## src/rtl/pp_adder.sv

```systemverilog
module pp_adder #(
  parameter int W    = 16,
  parameter int TOPO = 0
) (
  input  logic [W-1:0] op_a,
  input  logic [W-1:0] op_b,
  input  logic         c_in,
  output logic [W-1:0] sum_o,
  output logic         c_out
);
  localparam int L  = $clog2(W);
  localparam int ST = (TOPO == 2) ? 2 * L - 1 : L;

  function automatic int src_of(int t, int s, int i);
    int d;
    int l;
    if (t == 0) begin
      d = 1 << s;
      return (i >= d) ? i - d : -1;
    end else if (t == 1) begin
      if (((i >> s) & 1) == 1) return ((i >> (s + 1)) << (s + 1)) + (1 << s) - 1;
      return -1;
    end else if (s < L) begin
      d = 1 << s;
      return ((i + 1) % (2 * d) == 0) ? i - d : -1;
    end else begin
      l = 2 * L - 2 - s;
      d = 1 << l;
      return (((i + 1) % (2 * d) == d) && (i >= 2 * d)) ? i - d : -1;
    end
  endfunction

  logic [W:0] bg, bp;
  assign bg = {op_a & op_b, c_in};
  assign bp = {op_a ^ op_b, 1'b0};

  logic [ST:0][W-1:0]   gs;
  logic [ST-1:0][W-1:0] ps;
  assign gs[0] = bg[W-1:0];
  assign ps[0] = bp[W-1:0];

  for (genvar s = 0; s < ST; s++) begin : g_lvl
    for (genvar i = 0; i < W; i++) begin : g_bit
      localparam int J = src_of(TOPO, s, i);
      if (J >= 0) begin : g_cell
        assign gs[s+1][i] = gs[s][i] | (ps[s][i] & gs[s][J]);
        if (s + 1 < ST) begin : g_p
          assign ps[s+1][i] = ps[s][i] & ps[s][J];
        end
      end else begin : g_pass
        assign gs[s+1][i] = gs[s][i];
        if (s + 1 < ST) begin : g_p
          assign ps[s+1][i] = ps[s][i];
        end
      end
    end
  end

  logic unused_top_p;
  assign unused_top_p = ^ps[ST-1];

  assign sum_o = bp[W:1] ^ gs[ST];
  assign c_out = bg[W] | (bp[W] & gs[ST][W-1]);
endmodule

```

## config.mk

```make
export PLATFORM = sky130hd
export DESIGN_NAME = pp_adder
export DESIGN_NICKNAME = d
export VERILOG_FILES = /design/src/rtl/pp_adder.sv
export SDC_FILE = /design/constraint.sdc
export NUM_CORES = 1
export LEC_CHECK = 0
export BUFFER_PORTS_ARGS = -buffer_cell sky130_fd_sc_hd__buf_2
export CELL_PAD_IN_SITES_DETAIL_PLACEMENT = 0
export CELL_PAD_IN_SITES_GLOBAL_PLACEMENT = 1
export CORE_MARGIN = 3
export CORE_UTILIZATION = 32
export DETAILED_ROUTE_END_ITERATION = 10
export PLACE_DENSITY_LB_ADDON = 0.25
export SKIP_LAST_GASP = 1
export SLEW_MARGIN = 20
export SYNTH_ARGS = -nofsm -noshare
export SYNTH_HDL_FRONTEND = slang
export SYNTH_SLANG_ARGS = --single-unit
```

## constraint.sdc

```tcl
create_clock -name vclk -period 6.83
set_input_delay 1.366 -clock vclk [all_inputs]
set_output_delay 1.366 -clock vclk [all_outputs]
set_load 0.02 [all_outputs]
```

# Word-level counts from Yosys, hierarchy flattened
# Cells that the tools add are included.
# Widths: inputs -> output; s select.
[op_classes]
bitwise = 137
[ops]
columns = ["op", "n"]
rows = [
  ["$and 1x1->1", 84],
  ["$or 1x1->1", 50],
  ["$xor 16x16->16", 2],
  ["$and 16x16->16", 1],
]
[totals]
regBits = 0
word_cells = 137

# Depth between registers and ports, before layout
# Gate-level depths: netlist of the first run.
[logic_depth]
depth_word = 11
depth_mapped = 10
mapped_depth_nobuf = 10

# Least setup slack after synthesis of the first run
# Ideal clock, no wire load.
[synth_timing]
path_kind = "input to output"
from = "in op_a[0]"
to = "out sum_o[15]"
arrival_ns = 3.470
slack_ns = 1.994
stages = 10
path_buffers = 0
cell_sequence = "inv_1 -> fa_1 -> and2b_2 -> o2111ai_2 -> a21boi_2 -> a41oi_2 -> o21bai_1 -> a31oi_1 -> fa_1 -> inv_1"
[synth_between]
elab_chain_len = 10
[synth_lines]
columns = ["item", "line_no", "rtl"]
rows = [
  ["from (decl)", "5", "input logic [W-1:0] op_a,"],
  ["$xor 16x16->16", "35", "assign bp = {op_a ^ op_b, 1'b0};"],
  ["$and 1x1->1", "46", "assign gs[s+1][i] = gs[s][i] | (ps[s][i] & gs[s][J]);"],
  ["$or 1x1->1 (*)", "46", ""],
  ["$and 1x1->1 (*)", "46", ""],
  ["$or 1x1->1 (*)", "46", ""],
  ["$and 1x1->1 (*)", "46", ""],
  ["$or 1x1->1 (*)", "46", ""],
  ["$and 1x1->1 (*)", "46", ""],
  ["$or 1x1->1 (*)", "46", ""],
  ["$xor 16x16->16 (*)", "62", "assign sum_o = bp[W:1] ^ gs[ST];"],
  ["to (decl)", "8", "output logic [W-1:0] sum_o,"],
]
# Mark *: on every way between the ends. The rest lies on a longest branch, timed or not.

# Worst setup path in the final report of the first run
# Same ends and word-level chain as after synthesis.

==> flow_summary.ini, run 1 <==
[sta]
fin_crit_sh_pct = 76.0
setup_viol = 0
rsz0062_at_grt = no
finalCriticalPeriod_ps = 5190
slew_headroom_pct = 73.7
setup_ws_ps = 1640
fin_tns_setup_ps = 0
fmax_ghz = 0.193
final_max_slew_viol_count = 0
tightest_slew_ps = 393
hold_slack_ps = 3210
hold_violations = 0

[placement]
postPlaceCellArea_mm2 = 0.00104
place_ws_ps = 1620
portBuffers = 50
placed_cells = 173
dp_hpwl_um = 1830
gp_congestion = 0.791

[drt]
first_iter_violations = 13
drc_errors = 0
firstDrtPassIters = 4
ant_nets = 0
vias = 877
vias_per_cell = 5.07
drt-total-wl_um = 2000
wl_per_cell_um = 11.6

[global_routing]
grt_max_degree = 8
antenna_found_initial = 0
grt_pass1_vias = 759
grt_pass1_wl_um = 2990
grt_usage_pct = 12.8
overflow = 0

[logic_synthesis]
synthDistinctLibCells = 29
synth-warning-count = 0
syn_nets = 147
ys_top_cells_by_count = ha_1 (15), nand2_1 (10), a21oi_1 (9), inv_1 (9), xnor2_1 (9)
netlist_area_um2 = 757
synth.most_common_cell = ha_1
synthTopCellsByArea = ha_1 (25%), xnor2_1 (10%), a21oi_1 (6.0%)
avgSynthCellArea_um2 = 7.80
synth-seq-area-share_pct = 0
synth_top_cell_by_area = ha_1
synth_top_area_share_pct = 24.8
netlist_instances = 97

[floorplan]
num_rows = 16
die_h_um = 54.6
num_io_pins = 50
start_util_pct = 36.0
core-area_mm2 = 0.00210
die-area_mm2 = 0.00298
die_x_um = 54.6

[worst_setup_path]
cp_slowest_stage_delay_ps = 490
worstPathArrival_ps = 3820
required_ps = 5460
critical_path.cell_chain = buf_2 -> inv_1 -> fa_1 -> and2b_2 -> o2111ai_2 -> a21boi_2 -> a41oi_2 -> o21bai_1 -> a31oi_1 -> fa_1 -> inv_1 -> buf_2
cp_max_fo = 3
crit_slowest_cell = fa_1
start_kind = primary input
crit_type = in -> out
end_kind = primary output

[cells_and_area]
fin_util_pct = 49.3
nClkBuffers = 0
seq_cells = 0
syn2layout_area_growth_pct = 36.9
final_cells = 173
fin_area_mm2 = 0.00104
diodes = 0
n_fill_cell = 220
drive_above_1_share_pct = 42.5
nNetsFinal = 198
seqCellArea_um2 = 0
multi_input_area_um2 = 718

[power]
pwr_density_cell_mw_per_mm2 = 126
p_leak_nw = 0.568
power.total_uw = 131
peakVddDrop_mv = 0.0617

[worst_hold_path]
worstHoldPathType = in -> out
holdPathStages = 4
worstHoldStart = op_b[14]
hold_path_end = sum_o[14]

[clocking]
hold_buffers = 0
postCtsSetupBuffers = 0
cts-resized-gates = 0

[flow_run]
maxCapViolCount = 0

[status]
status = finished, final reports clean
## per-layer routing
| metal | vias to the layer above | track usage (%) | share of wire (%) |
|---|---|---|---|
| met4 | 0 | 0 | 0 |
| li1 | 454 | - | - |
| met2 | 28 | 27.6 | 53 |
| met3 | 0 | 0 | 5.7 |
| met1 | 395 | 14.3 | 41 |
| met5 | - | 0 | 0 |
## layout by cell type (no fill, tap or decap), drive strengths merged
cell      n
buf      50
o21a      2
ha       15
a221oi    1
o21ai     3
inv       9
nor4      1
and2b     1
nand3     1
xnor2     9
a41oi     1
a21o      7
o2111ai   1
o311ai    1
a31o      1
fa        2
xor2      4
nor3      1
nand2    10
and3      1
a21boi    1
a211oi    1
o21bai    1
a21oi     9
o211ai    1
a31oi     3
o31ai     1
nor2      8
## layout make-up
class                      instances  share of cell area (%)
timing repair buffer              50                    24.2
tap                               27                    3.26
inverter                           9                    3.26
multi-input combinational         87                    69.3
## logic make-up (layout without fill, tap and decap cells)
group                      after synthesis  count (layout)  share of synthesized area (%)
buffers and inverters                   10              59                           5.12
xor gates and xnor gates                13              13                           15.0
and+or+nand+nor                         23              23                           13.9
adders and majority gates               17              17                           30.1
AOI/OAI and AO/OA                       34              34                           35.9
## worst max-delay path, delay by kind of cell
family | cells | cell delay, ps
compound gates | 5 | 940
fa+ha+maj | 2 | 940
buf+inv | 4 | 330
simple gates | 1 | 250
## power by group
group	total [mW]	leakage (nW)	internal, mW	switching, mW
clock network	0	0	0	0
registers	0	0	0	0
logic	0.131	0.568	0.0536	0.0771
## how the worst max path moves through the flow
stage	slack, ps	to	cells past startpoint	startpoint
3_5_place_dp	1620	sum_o[15]	12	op_a[0]
5_1_grt	1480	sum_o[15]	12	op_a[0]
3_3_place_gp	1720	sum_o[15]	12	op_a[0]
4_1_cts	1620	sum_o[15]	12	op_a[0]
6_report	1640	sum_o[15]	12	op_a[0]
2_1_floorplan	1990	sum_o[15]	10	op_a[0]
No activity file was read; power rests on OpenSTA's default activity.
==> run 2: changes to the inputs <==
--- a/config.mk
+++ b/config.mk
@@ -9,7 +9,7 @@
 export CELL_PAD_IN_SITES_DETAIL_PLACEMENT = 0
 export CELL_PAD_IN_SITES_GLOBAL_PLACEMENT = 1
 export CORE_MARGIN = 3
-export CORE_UTILIZATION = 32
+export CORE_UTILIZATION = 30
 export DETAILED_ROUTE_END_ITERATION = 10
 export PLACE_DENSITY_LB_ADDON = 0.25
 export SKIP_LAST_GASP = 1
==> constraint.sdc (replaced) <==
create_clock -name vclk -period 4.9
set_input_delay 0.98 -clock vclk [all_inputs]
set_output_delay 0.98 -clock vclk [all_outputs]
set_load 0.02 [all_outputs]
==> run 2 against run 1 <==
Against the previous run:
- design area grew 0.12%
- first-iteration DRC count fell by 54%
- critical path depth stayed put
- via count shrank 2.1%
- die area is 5.9% higher
- largest power group unchanged
- count of clock-buffer cells in the layout did not move
- global-route usage fell by 1.6 points
- utilization down 4.1 points
- hold slack lost 770 ps
==> flow_summary.ini, run 2 (synthesis results as in run 1) <==
[status]
status = finished, final reports clean

[sta]
rsz0062_at_grt = no
finalCriticalPeriod_ps = 4400
hold_violations = 0
hold_slack_ps = 2440
final_max_slew_viol_count = 0
fmax_ghz = 0.228
fin_crit_sh_pct = 89.7
setup_viol = 0
slew_headroom_pct = 72.6
fin_tns_setup_ps = 0
tightest_slew_ps = 408

[floorplan]
start_util_pct = 33.0
core-area_mm2 = 0.00230
die_x_um = 56.2
num_rows = 17
die_h_um = 56.2
die-area_mm2 = 0.00316
num_io_pins = 50

[flow_run]
maxCapViolCount = 0

[drt]
first_iter_violations = 6
ant_nets = 0
drc_errors = 0
firstDrtPassIters = 4
wl_per_cell_um = 10.7
drt-total-wl_um = 1860
vias = 859
vias_per_cell = 4.94

[global_routing]
grt_pass1_wl_um = 3150
grt_pass1_vias = 843
grt_max_degree = 8
grt.busiest_layer = met2
grtUsageMet1_pct = 13.6
grtUsageMet3_pct = 0
grt_usage_pct = 11.3
antenna_found_initial = 0
gr-usage-met2_pct = 23.0
overflow = 0

[cells_and_area]
syn2layout_area_growth_pct = 37.0
nNetsFinal = 198
layout_commonest_cell = buf_2
seq_cells = 0
diodes = 0
final_cell_mix = buf_2 (50), ha_1 (15), nand2_1 (10)
drive_above_1_share_pct = 42.5
n_fill_cell = 262
nClkBuffers = 0
fin_area_mm2 = 0.00104
seqCellArea_um2 = 0

[worst_setup_path]
crit_type = in -> out
worstSetupStartpoint = op_a[0]
required_ps = 3920
cp_slowest_stage_delay_ps = 500
crit_family = adder cells
worst-path-buf-inv = 4
cp_max_fo = 3
end_kind = primary output
cp.depth = 12
worstPathArrival_ps = 3420
crit_slowest_cell = fa_1
crit_path_end = sum_o[15]
start_kind = primary input
critical_path.cell_chain = buf_2 -> inv_1 -> fa_1 -> and2b_2 -> o2111ai_2 -> a21boi_2 -> a41oi_2 -> o21bai_1 -> a31oi_1 -> fa_1 -> inv_1 -> buf_2

[power]
pwr_density_cell_mw_per_mm2 = 175
peakVddDrop_mv = 0.0772
p_leak_nw = 0.568
power.total_uw = 181

[clocking]
postCtsSetupBuffers = 0
cts-resized-gates = 0
hold_buffers = 0

[worst_hold_path]
worstHoldPathType = in -> out

[placement]
portBuffers = 50
dp_hpwl_um = 1700
postPlaceCellArea_mm2 = 0.00104
gp_congestion = 0.773
-- run 2: cell counts in the layout (fill, tap and decap cells not counted) --
Identical to the previous run, type by type.
-- run 2: routing by layer --
metal / up-vias / wire [µm]
li1: 454 / -
met4: 0 / 0
met1: 378 / 824
met5: - / 0
met2: 27 / 915
met3: 0 / 114
-- run 2: worst min-delay path, cell delays in order --
cell	delay, ps
buf_2	80
ha_1	170
xor2_1	80
buf_2	150
-- run 2: report_power, final --
group          switching, mW  leakage, nW  internal [mW]
Clock                      0            0              0
Combinational          0.106        0.568         0.0748
Sequential                 0            0              0
Total                  0.106        0.568         0.0748
-- run 2: per-stage QoR --
| step | instances | util (%) | worst slack, ps |
|---|---|---|---|
| 2_1_floorplan | 97 | - | 836 |
| 3_3_place_gp | 174 | 45.2 | 558 |
| 3_5_place_dp | 174 | 45.2 | 487 |
| 4_1_cts | 174 | 45.2 | 482 |
| 5_1_grt | 174 | 45.2 | 333 |
| 6_report | 174 | 45.2 | 505 |
-- run 2: worst min-delay path by stage --
stage          slack, ps         to  depth (start not counted)      from
2_1_floorplan       2240   sum_o[0]                          3      c_in
6_report            2440  sum_o[13]                          4  op_b[13]
3_5_place_dp        2450  sum_o[13]                          4  op_b[13]
4_1_cts             2450  sum_o[13]                          4  op_b[13]
3_3_place_gp        2430  sum_o[13]                          4  op_b[13]
5_1_grt             2480  sum_o[13]                          4  op_b[13]
-- run 2: final cells by class --
class                           instances  area [µm²]  area share (%)
Multi-Input combinational cell         87         718            69.2
Timing Repair Buffer                   50         250            24.1
Tap cell                               28        35.0            3.38
Inverter                                9        33.8            3.26
==> run 3: changes to the inputs <==
--- a/config.mk
+++ b/config.mk
@@ -12,6 +12,7 @@
 export CORE_UTILIZATION = 30
 export DETAILED_ROUTE_END_ITERATION = 10
 export PLACE_DENSITY_LB_ADDON = 0.25
+export REMOVE_ABC_BUFFERS = 1
 export SKIP_LAST_GASP = 1
 export SLEW_MARGIN = 20
 export SYNTH_ARGS = -nofsm -noshare
==> run 3 against run 2 <==
Against the previous run:
- critical path depth is the same
- first-iteration DRC count grew to 3.2 times the previous value
- total power is essentially flat
- non-clock buffer count did not move
- sequential share of layout area did not move
- hold slack got worse by 20 ps
- fmax down 0.19%
- design area did not move
- sequential cell count is the same
- routed wire length increased by 0.92%
- utilization unchanged
- worst setup slack got worse by 8.5 ps
- critical path type unchanged
- critical endpoint unchanged
- highest routed layer unchanged
==> flow_summary.ini, run 3 (synthesis results as in run 1) <==
[cells_and_area]
n_fill_cell = 246
final_cell_mix = buf_2 (50), ha_1 (15), nand2_1 (10)
nNetsFinal = 198
seqCellArea_um2 = 0
layout_commonest_cell = buf_2
final_cells = 174
drive_above_1_share_pct = 42.5
multi_input_area_um2 = 718
nClkBuffers = 0
syn2layout_area_growth_pct = 37.0
diodes = 0
seq_cells = 0

[sta]
setup_ws_ps = 496
rsz0062_at_grt = no
setup_viol = 0
fin_crit_sh_pct = 89.9
fin_tns_setup_ps = 0
slew_headroom_pct = 73.8
finalCriticalPeriod_ps = 4400
fmax_ghz = 0.227
tightest_slew_ps = 391
hold_violations = 0
hold_slack_ps = 2420
final_max_slew_viol_count = 0

[global_routing]
grt_pass1_wl_um = 3070
antenna_found_initial = 0
grt_pass1_vias = 770
grt_usage_pct = 10.9
grt_max_degree = 8
overflow = 0

[drt]
vias_per_cell = 4.80
vias = 836
firstDrtPassIters = 4
wl_per_cell_um = 10.8
drt-total-wl_um = 1870
first_iter_violations = 19
ant_nets = 0
drc_errors = 0

[power]
switching_power_uw = 107
p_leak_nw = 0.568
comb_power_share_pct = 100.0
cellInternalPower_uw = 74.6
pwr_density_cell_mw_per_mm2 = 175
pwr-share-seq_pct = 0
swShare_pct = 58.8
power.total_uw = 181
clockPowerShare_pct = 0
peakVddDrop_mv = 0.0749

[placement]
dp_hpwl_um = 1690
gp_congestion = 0.798
portBuffers = 50
place_ws_ps = 502
placed_cells = 174

[worst_setup_path]
crit_family = compound AO/OA/AOI/OAI gates
worstPathArrival_ps = 3420
worst-path-buf-inv = 4
cp.depth = 12
crit_type = in -> out
critical_path.cell_chain = buf_2 -> inv_1 -> fa_1 -> and2b_2 -> o2111ai_2 -> a21boi_2 -> a41oi_2 -> o21bai_1 -> a31oi_1 -> fa_1 -> inv_1 -> buf_2
cp_slowest_stage_delay_ps = 490
cp_max_fo = 3
required_ps = 3920
start_kind = primary input
crit_slowest_cell = fa_1
end_kind = primary output

[flow_run]
maxCapViolCount = 0

[floorplan]
num_rows = 17
die_h_um = 56.2
num_io_pins = 50
start_util_pct = 33.0
core-area_mm2 = 0.00230
die-area_mm2 = 0.00316
die_x_um = 56.2

[worst_hold_path]
holdPathStages = 4
worstHoldPathType = in -> out
worstHoldStart = op_b[14]
hold_path_end = sum_o[14]

[clocking]
hold_buffers = 0
postCtsSetupBuffers = 0
cts-resized-gates = 0

[status]
status = finished, final reports clean
==> run 3: cell counts in the layout (fill, tap and decap cells not counted) <==
No cell type changed its count.
==> run 3: per-layer routing <==
metal  wire (µm)  global-route usage, %  part of all wire [%]  up-vias
li1            -                      -                     -      453
met1         890                   15.0                    48      355
met2         837                   19.7                    45       28
met3         145                  0.696                   7.7        0
met4           0                      0                     0        0
met5           0                      0                     0        -
==> run 3: cell type report <==
class / count / share of cell area, %
well taps: 28 / 3.38
multi-input cells: 87 / 69.2
inverters: 9 / 3.26
repair buffers: 50 / 24.1
==> run 3: through the flow <==
stage | area (µm²) | util (%)
global placement | 1040 | 45.2
floorplan | 752 | -
global route | 1040 | 45.2
finish | 1040 | 45.2
CTS | 1040 | 45.2
detailed placement | 1040 | 45.2
==> run 3: worst max path at each step <==
stage             from   endpoint  slack, ps
6_report       op_a[0]  sum_o[15]        500
5_1_grt        op_a[0]  sum_o[15]        340
4_1_cts        op_a[0]  sum_o[15]        500
3_5_place_dp   op_a[0]  sum_o[15]        500
3_3_place_gp   op_a[0]  sum_o[15]        570
2_1_floorplan  op_a[0]  sum_o[15]        830
==> run 3: power groups by stage <==
stage	logic, mW	registers [mW]	clock network (mW)
after floorplan	0.128	0	0
after global placement	0.182	0	0
after detailed placement	0.182	0	0
after CTS	0.183	0	0
after global routing	0.198	0	0
final	0.181	0	0
